===== config.mk =====
export PLATFORM = sky130hd
export DESIGN_NAME = shift_flag_unit
export DESIGN_NICKNAME = d
export VERILOG_FILES = /design/src/rtl/shift_flag_pkg.sv /design/src/rtl/shift_count_sel.sv /design/src/rtl/shift_core.sv /design/src/rtl/shift_flag_gen.sv /design/src/rtl/shift_flag_unit.sv
export SDC_FILE = /design/constraint.sdc
export NUM_CORES = 1
export LEC_CHECK = 0
export ABC_AREA = 1
export BUFFER_PORTS_ARGS = -buffer_cell sky130_fd_sc_hd__buf_2
export CAP_MARGIN = 20
export CORE_ASPECT_RATIO = 0.6
export CORE_MARGIN = 2
export CORE_UTILIZATION = 50
export CTS_CLUSTER_DIAMETER = 50
export DETAILED_ROUTE_END_ITERATION = 10
export GPL_TIMING_DRIVEN = 0
export PLACE_DENSITY = 0.76
export SLEW_MARGIN = 25
export SYNTH_ARGS = -nofsm -noshare
export SYNTH_HDL_FRONTEND = slang
export SYNTH_SLANG_ARGS = --single-unit

===== constraint.sdc =====
create_clock -name clk -period 4.5 [get_ports clk]
set_input_delay 0.45 -clock clk [delete_from_list [all_inputs] [get_ports clk]]
set_output_delay 0.45 -clock clk [all_outputs]
set_load 0.05 [all_outputs]

===== src/rtl/shift_flag_pkg.sv =====
package shift_flag_pkg;
   localparam int FLAG_N = 6;
   typedef enum logic [2:0] {
      FL_CARRY  = 3'd0,
      FL_PARITY = 3'd1,
      FL_AUX    = 3'd2,
      FL_ZERO   = 3'd3,
      FL_SIGN   = 3'd4,
      FL_OVFL   = 3'd5
   } flag_idx_e;

   typedef struct packed {
      logic ovfl;
      logic sign;
      logic zero;
      logic aux;
      logic parity;
      logic carry;
   } flag_vec_t;

   localparam flag_vec_t WE_ACTIVE = '{ovfl: 1'b1, sign: 1'b1, zero: 1'b1,
                                      aux: 1'b0, parity: 1'b1, carry: 1'b1};
endpackage


===== src/rtl/shift_count_sel.sv =====
module shift_count_sel #(
   parameter int IMM_W    = 8,
   parameter int CREG_W   = 16,
   parameter int CNT_BITS = 5
) (
   input  logic                cnt_sel,
   input  logic [IMM_W-1:0]    imm_cnt,
   input  logic [CREG_W-1:0]   cnt_reg,
   output logic [CNT_BITS-1:0] cnt_eff,
   output logic                cnt_zero,
   output logic                cnt_one
);
   initial begin
      assert (CNT_BITS <= IMM_W && CNT_BITS <= CREG_W)
         else $error("count field wider than its sources");
   end

   always_comb begin
      cnt_eff  = cnt_sel ? cnt_reg[CNT_BITS-1:0] : imm_cnt[CNT_BITS-1:0];
      cnt_zero = (cnt_eff == '0);
      cnt_one  = (cnt_eff == CNT_BITS'(1));
   end
endmodule


===== src/rtl/shift_core.sv =====
module shift_core #(
   parameter int W        = 16,
   parameter int CNT_BITS = 5
) (
   input  logic [W-1:0]        din,
   input  logic [CNT_BITS-1:0] cnt,
   input  logic                arith_right,
   output logic [W-1:0]        dout,
   output logic                carry
);
   localparam int MAXCNT = (1 << CNT_BITS) - 1;
   localparam int EXT    = W + MAXCNT + 2;

   logic [EXT-1:0]        left_wide;
   logic signed [EXT-1:0] right_src;
   logic signed [EXT-1:0] right_wide;

   always_comb begin
      left_wide  = {{(EXT-W){1'b0}}, din} << cnt;
      right_src  = $signed({{(EXT-W-1){din[W-1]}}, din, 1'b0});
      right_wide = right_src >>> cnt;
      if (arith_right) begin
         dout  = right_wide[W:1];
         carry = right_wide[0];
      end else begin
         dout  = left_wide[W-1:0];
         carry = left_wide[W];
      end
   end
endmodule


===== src/rtl/shift_flag_gen.sv =====
module shift_flag_gen #(
   parameter int W      = 16,
   parameter int PAR_W  = 8
) (
   input  logic [W-1:0] res,
   input  logic         carry_in,
   input  logic         arith_right,
   output logic         ovfl,
   output logic         sign,
   output logic         zero,
   output logic         parity
);
   initial begin
      assert (PAR_W <= W) else $error("parity span exceeds width");
   end

   always_comb begin
      sign   = res[W-1];
      zero   = (res == '0);
      parity = ~^res[PAR_W-1:0];
      ovfl   = arith_right ? 1'b0 : (res[W-1] ^ carry_in);
   end
endmodule


===== src/rtl/shift_flag_unit.sv =====
module shift_flag_unit #(
   parameter int DATA_W   = 16,
   parameter int BYTE_W   = 8,
   parameter int IMM_W    = 8,
   parameter int CREG_W   = 16,
   parameter int CNT_BITS = 5
) (
   input  logic              clk,
   input  logic              rst_n,
   input  logic              in_valid,
   input  logic [1:0]        op_code,
   input  logic              op_size,
   input  logic              cnt_sel,
   input  logic [IMM_W-1:0]  imm_cnt,
   input  logic [CREG_W-1:0] cnt_reg,
   input  logic [DATA_W-1:0] operand,
   output logic              out_valid,
   output logic [DATA_W-1:0] result,
   output logic              cf,
   output logic              of,
   output logic              sf,
   output logic              zf,
   output logic              pf,
   output logic              af,
   output logic [5:0]        flag_we
);
   import shift_flag_pkg::*;

   localparam int NSIZE = 2;

   initial begin
      assert (DATA_W == 2 * BYTE_W) else $error("word must be two bytes");
      assert (FLAG_N == 6) else $error("flag mask width mismatch");
   end

   logic [CNT_BITS-1:0] cnt_eff;
   logic                cnt_zero, cnt_one;
   logic                arith_right;

   assign arith_right = op_code[1];

   shift_count_sel #(.IMM_W(IMM_W), .CREG_W(CREG_W), .CNT_BITS(CNT_BITS)) u_cnt (
      .cnt_sel (cnt_sel),
      .imm_cnt (imm_cnt),
      .cnt_reg (cnt_reg),
      .cnt_eff (cnt_eff),
      .cnt_zero(cnt_zero),
      .cnt_one (cnt_one)
   );

   logic [DATA_W-1:0] lane_res [NSIZE];
   logic              lane_cf  [NSIZE];
   logic              lane_of  [NSIZE];
   logic              lane_sf  [NSIZE];
   logic              lane_zf  [NSIZE];
   logic              lane_pf  [NSIZE];

   for (genvar g = 0; g < NSIZE; g++) begin : g_lane
      localparam int LW = (g == 0) ? BYTE_W : DATA_W;
      logic [LW-1:0] lres;
      logic          lcarry;

      shift_core #(.W(LW), .CNT_BITS(CNT_BITS)) u_core (
         .din        (operand[LW-1:0]),
         .cnt        (cnt_eff),
         .arith_right(arith_right),
         .dout       (lres),
         .carry      (lcarry)
      );

      shift_flag_gen #(.W(LW), .PAR_W(BYTE_W)) u_flags (
         .res        (lres),
         .carry_in   (lcarry),
         .arith_right(arith_right),
         .ovfl       (lane_of[g]),
         .sign       (lane_sf[g]),
         .zero       (lane_zf[g]),
         .parity     (lane_pf[g])
      );

      if (LW < DATA_W) begin : g_pad
         assign lane_res[g] = {{(DATA_W-LW){1'b0}}, lres};
      end else begin : g_full
         assign lane_res[g] = lres;
      end
      assign lane_cf[g] = lcarry;
   end

   flag_vec_t         we_next;
   logic [DATA_W-1:0] res_next;
   int unsigned       sel;

   always_comb begin
      sel     = op_size ? 1 : 0;
      we_next = cnt_zero ? '0 : WE_ACTIVE;
      if (cnt_zero) res_next = op_size ? operand : {{(DATA_W-BYTE_W){1'b0}}, operand[BYTE_W-1:0]};
      else          res_next = lane_res[sel];
   end

   // cnt_one is kept for readability of the overflow definition: the value
   // driven for left counts above one is the same expression, permitted since
   // that overflow is unspecified.
   logic unused_one;
   assign unused_one = cnt_one;

   always_ff @(posedge clk) begin
      if (!rst_n) begin
         out_valid <= 1'b0;
         result    <= '0;
         cf        <= 1'b0;
         of        <= 1'b0;
         sf        <= 1'b0;
         zf        <= 1'b0;
         pf        <= 1'b0;
         flag_we   <= '0;
      end else begin
         out_valid <= in_valid;
         flag_we   <= in_valid ? we_next : '0;
         if (in_valid) begin
            result <= res_next;
            cf     <= lane_cf[sel];
            of     <= lane_of[sel];
            sf     <= lane_sf[sel];
            zf     <= lane_zf[sel];
            pf     <= lane_pf[sel];
         end
      end
   end

   assign af = 1'b0;
endmodule


After elaboration in Yosys (flattened, before gate mapping). Index checks and enable logic that the tools add are counted.

Flip-flop bits (word level): 28. Output and inout port bits: 29. Logic and storage cells: 51. Input bits: 47.

Shifts and indexed selects: 4. Bitwise operators: 3. Mux-type cells: 29. Magnitude comparators: 1. Reduce and logical (&&, ||, !) cells: 6.

Operators with widths (count): 16-bit two-way mux (6); 33-bit by 2-bit greater-or-equal comparator with 1-bit output (second input constant) (1); 1-bit NOT with 33-bit output (1); 1-bit two-way mux (20); 16-bit by 5-bit << shifter with 17-bit output (1); 17-bit by 5-bit >>> shifter with 17-bit output (1); 16-bit logical NOT (1); 8-bit XNOR reduction (2); 8-bit by 5-bit << shifter with 9-bit output (1); 9-bit by 5-bit >>> shifter with 9-bit output (1); 8-bit logical NOT (1); 8-bit two-way mux (1); 6-bit two-way mux (1); 5-bit logical NOT (1); 5-bit two-way mux (1); 2-bit AND reduction (1); 1-bit bitwise XOR (2).

Logic depth before layout (Yosys ltp).
Depth after elaboration: 8. Gate-level depth with buffers: 22. Mapped depth without buffers: 20.

Modules after synthesis. Synthesis repeated with hierarchy kept, for this count alone.

Cell total of the unflattened synthesis: 759. Area total of the unflattened synthesis: 4016.4 µm².

Modules (own cells, without submodules): shift_core (g_lane[1].u_core) (area each 1644.1 µm², times used 1, cells an instance 326, seq. area each 0.0 µm²); shift_flag_unit (area each 1207.4 µm², times used 1, cells an instance 188, seq. area each 460.4 µm²); shift_core (g_lane[0].u_core) (area each 668.1 µm², times used 1, cells an instance 143, seq. area each 0.0 µm²); shift_flag_gen (g_lane[1].u_flags) (area each 221.5 µm², times used 1, cells an instance 43, seq. area each 0.0 µm²); shift_flag_gen (g_lane[0].u_flags) (area each 182.7 µm², times used 1, cells an instance 37, seq. area each 0.0 µm²); shift_count_sel (area each 92.6 µm², times used 1, cells an instance 22, seq. area each 0.0 µm²).

Worst setup path after synthesis. Ideal clock, no wire load.

Kind: input port to flip-flop. Start: input port cnt_sel. End: register pf. Data arrival time: 2337 ps. Data required time: 4383 ps. Path buffers: 2. Path slack: 2046 ps. Setup time: 117 ps. Cell stages on the path: 21. Cell sequence: buf_6 nand2_4 inv_2 nor2_4 buf_4 nand3_1 nand2_1 nand2_1 nand2_1 nand2_1 nand3_1 nand2_1 nand3_1 inv_1 ha_1 xnor2_1 a21oi_1 o21ai_0 nand3_1 o211ai_1 inv_1.

Cells in the longest elaborated chain, start to end: 7. Elaborated cells on any way between the ends: 12. Classes of those cells: shift: 4; mux: 6; reduce/logical: 2.

Ends and longest elaborated chain: from (decl) (RTL line shift_flag_unit.sv:13) `input logic cnt_sel,`; 5-bit two-way mux (*) (RTL line shift_count_sel.sv:19) `cnt_eff = cnt_sel ? cnt_reg[CNT_BITS-1:0] : imm_cnt[CNT_BITS-1:0];`; 16-bit by 5-bit << shifter with 17-bit output, or another cell as far along (RTL line shift_core.sv:19) `left_wide = {{(EXT-W){1'b0}}, din} << cnt;`; 16-bit two-way mux / 8-bit two-way mux (equally long branches) (RTL line shift_core.sv:22) `if (arith_right) begin`; 8-bit XNOR reduction (RTL line shift_flag_gen.sv:20) `parity = ~^res[PAR_W-1:0];`; 1-bit two-way mux (implied by the code) (*) (3 in a row) (RTL line shift_flag_unit.sv:125) `pf <= lane_pf[sel];`; to (signal assigned) (RTL line shift_flag_unit.sv:125); to (decl) (RTL line shift_flag_unit.sv:23) `output logic pf,`.

Mark *: on every way between the ends. The rest lies on a longest branch, timed or not. The select of a mux whose other input is x is not followed. A chain may end at the register's enable or synchronous reset.

Worst setup path in the final report. Ends and elaborated chain as after synthesis.

==> metrics <==
Die Outline Area=7283 sq um; number of warnings issued by yosys=0; Yosys cell types=37; buffers from clock root to sink, at most=2; cell depth of the worst flop-to-flop path=2; post-synthesis sequential area ratio=0.1396; height of the die=66.91 um; dpl cell area=approximately 3700 sq um; Worst Hold Class=flip-flop to flip-flop; destination of the worst register-to-register timing path=pf$_SDFFE_PN0P_; detailed-route wire length per cell=17.11 um; area fraction of the dominant cell type after synthesis=0.2538; Sinks on Clock Net=23; critical path's slowest cell=o211ai_1; number of antenna-violating nets in the routed design=0; leakage component of the power=2.087 nW; estimated wirelength of the detail-placed design=between 10,000 and 15,000 um; cell area after layout=3741 sq um; number of H-tree levels=1; count of final max-slew check failures=0; Most common cell on crit path=nand2_1; total of flip-flops plus latches after synthesis=23; number of search-and-repair iterations in the first detailed-routing pass=8; prevailing post-synth register cell=dfxtp_1; number of clock buffers inserted by TritonCTS=3; leading cell type in the layout, fill and taps excluded=nand2_1; worst reg2reg path startpoint=pf$_SDFFE_PN0P_; maximum VDD drop=roughly 0.00014 V; Peak Freq=roughly 350 MHz; Initial Utilization=0.5278; minimum clock period after layout=2.855 ns; status=finished, final reports clean; actual slew at the worst max-slew pin=between 0.7 and 0.8 ns; WP buf/inv=4; required time worst endpoint=between 4 and 5 ns; width of the chip=approximately 110 um; headroom to the max-slew limit=0.5139; Worst path max stage delay=approximately 0.35 ns; kind of end point of the critical path=flip-flop; number of violations of the max-capacitance limit=0; internal reg-to-reg setup slack=3.80 ns; minimum setup slack in the final design=roughly 1.6 ns; total number of cells along the worst setup path=17; largest net degree at the start of global routing=15; final global-route overflow total=0; final weighted congestion in routability-driven placement=0.9979; CTS tree=yes; cell type with the highest aggregate area in the netlist=nand2_1; global-route usage over all layers=0.3622; Nets=roughly 730; post-CTS sizing=0; total core area=roughly 6200 sq um; type of the setup path with the least slack=input port to flip-flop; Critical path origin=cnt_sel; family with the most delay on the worst path=compound AO/OA/AOI/OAI gates; # setup viols final=0; cell chain of the critical path=buf_6 -> inv_6 -> nand2_8 -> nand2_8 -> buf_6 -> nand2_1 -> nand2_1 -> o211ai_1 -> nand2_1 -> a21boi_1 -> ha_1 -> xnor2_1 -> a21oi_1 -> o21ai_0 -> nand3_1 -> o211ai_1 -> inv_1; number of buffers added for setup after CTS=0; detail-routed via count per cell=approximately 6; DRC violation total after the first TritonRoute iteration=between 600 and 700; Mapped Cells=about 600; share of the clock period used by the worst path after layout=0.6343; crit path launch type=input port; count of unresolved DRC violations after routing=0; CTS Hold Buffers Added=0; worst setup slack before clock tree synthesis=1.495 ns; count of standard-cell rows=22; Post-Route Skew=0 ns; Critical Path End=pf$_SDFFE_PN0P_; setup repair after global routing missed its margin=false; Max Fanout on Critical Path=10; Clock Pin Slew Worst Setup and Hold Paths=approximately 0.09 ns; source-to-sink clock delay at the later pin of the worst-skew pair=approximately 0.28 ns; I/O Pins=76; number of input and output port buffers inserted=57; mean instance size in the synthesized netlist=5.407 sq um; Final Hold Violating Endpoints=0; top cells by area, synth=nand2_1, nand3_1, dfxtp_1; growth of design area from synthesis to finish=13.43%; Diodes inserted=0; wire length of the first global-routing pass=about 20,000 um; commonest non-fill, non-tap cells in the layout=nand2_1, nand3_1, buf_2; setup TNS=0 ns; share of flip-flops with an asynchronous set or reset=0; CTS root buf=clkbuf_8; CP Data Arrival Time=a little over 3 ns; cell area after synthesis=around 3300 sq um; via count=between 4,000 and 5,000; EDFF count, synth=0; power density over cell area=248.3 nW/um^2; initial antenna violation count=0; ratio of cells with drive above 1 in the final layout=0.1637; via count of the first global-routing pass=about 4,000; aggregate routed wire length=around 13,000 um
[cell usage after synthesis (all sizes together), types with 2 or more instances]
master and number:
nand2 232, nand3 156, inv 55, nor2 36
buf 26, a21oi 24, dfxtp 23, o21ai 22
ha 8, clkbuf 6, nand4 5, o211ai 4
a21boi 3, xnor2 2, xor2 2
[metrics by stage]
| step | hold WS (ns) | utilization | power [mW] | instances |
|---|---|---|---|---|
| after global placement | 0.4345 | 0.5909 | 0.7611 | 752 |
| after global routing | 0.4707 | 0.5987 | 0.9810 | 756 |
| final | 0.4552 | 0.5987 | 0.9291 | 756 |
| after floorplan | 0.5884 | - | 0.6227 | 611 |
| after CTS | 0.4556 | 0.5987 | 0.9026 | 756 |
| after detailed placement | 0.4375 | 0.5909 | 0.7692 | 752 |
[cells by family (layout without fill, tap and decap cells)]
kind of cell               count (synthesis)  in the layout  synth area share
xor gates and xnor gates                   4              4           0.01062
AOI/OAI and AO/OA                         55             55           0.09674
adders and majority gates                  8              8           0.03035
buffers and inverters                     87            148            0.1286
and+or+nand+nor                          432            432            0.5929
DFF                                       23             23            0.1396
other                                      1              2          0.001137
[registers in the layout, indices dropped and copies added, names as in the netlist]
register	flops
pf	1
of	1
result	16
zf	1
flag_we	1
sf	1
out_valid	1
cf	1
[how the worst min path moves through the flow]
stage	start	to	slack [ns]	cells after the start
floorplan	rst_n	result[0]$_SDFFE_PN0P_	0.59	2
global placement	result[6]$_SDFFE_PN0P_	result[6]$_SDFFE_PN0P_	0.43	2
detailed placement	result[6]$_SDFFE_PN0P_	result[6]$_SDFFE_PN0P_	0.44	2
CTS	result[1]$_SDFFE_PN0P_	result[1]$_SDFFE_PN0P_	0.46	2
global route	result[4]$_SDFFE_PN0P_	result[4]$_SDFFE_PN0P_	0.47	2
finish	result[1]$_SDFFE_PN0P_	result[1]$_SDFFE_PN0P_	0.46	2
[power by group]
part,switching (mW),internal (mW)
Clock,0.0760,0.0630
Sequential,0.00711,0.217
Combinational,0.398,0.168
[metal layers]
metal / up-vias / wire (um) / track usage
met5: - / 0 / 0.03968
met4: 0 / 164 / 0.05449
met3: 24 / 2369 / 0.1380
met2: 381 / 5015 / 0.5164
met1: 1978 / 5389 / 0.5157
li1: 2122 / - / -
[area by class of cell]
type                            count  area [sq um]
Tap cell                           84         105.1
Inverter                           55         211.5
Fill cell                         647          2507
Timing Repair Buffer               57         285.3
Clock buffer                        3         41.29
Sequential cell                    23         460.4
Buffer                             32         212.7
Clock inverter                      1         7.507
Multi-Input combinational cell    501          2417
[worst register-to-register path: stages (launching register included)]
cell and delay (ns):
dfxtp_1 0.34, o211ai_1 0.20, inv_1 0.06
No activity file was read; power rests on OpenSTA's default activity.
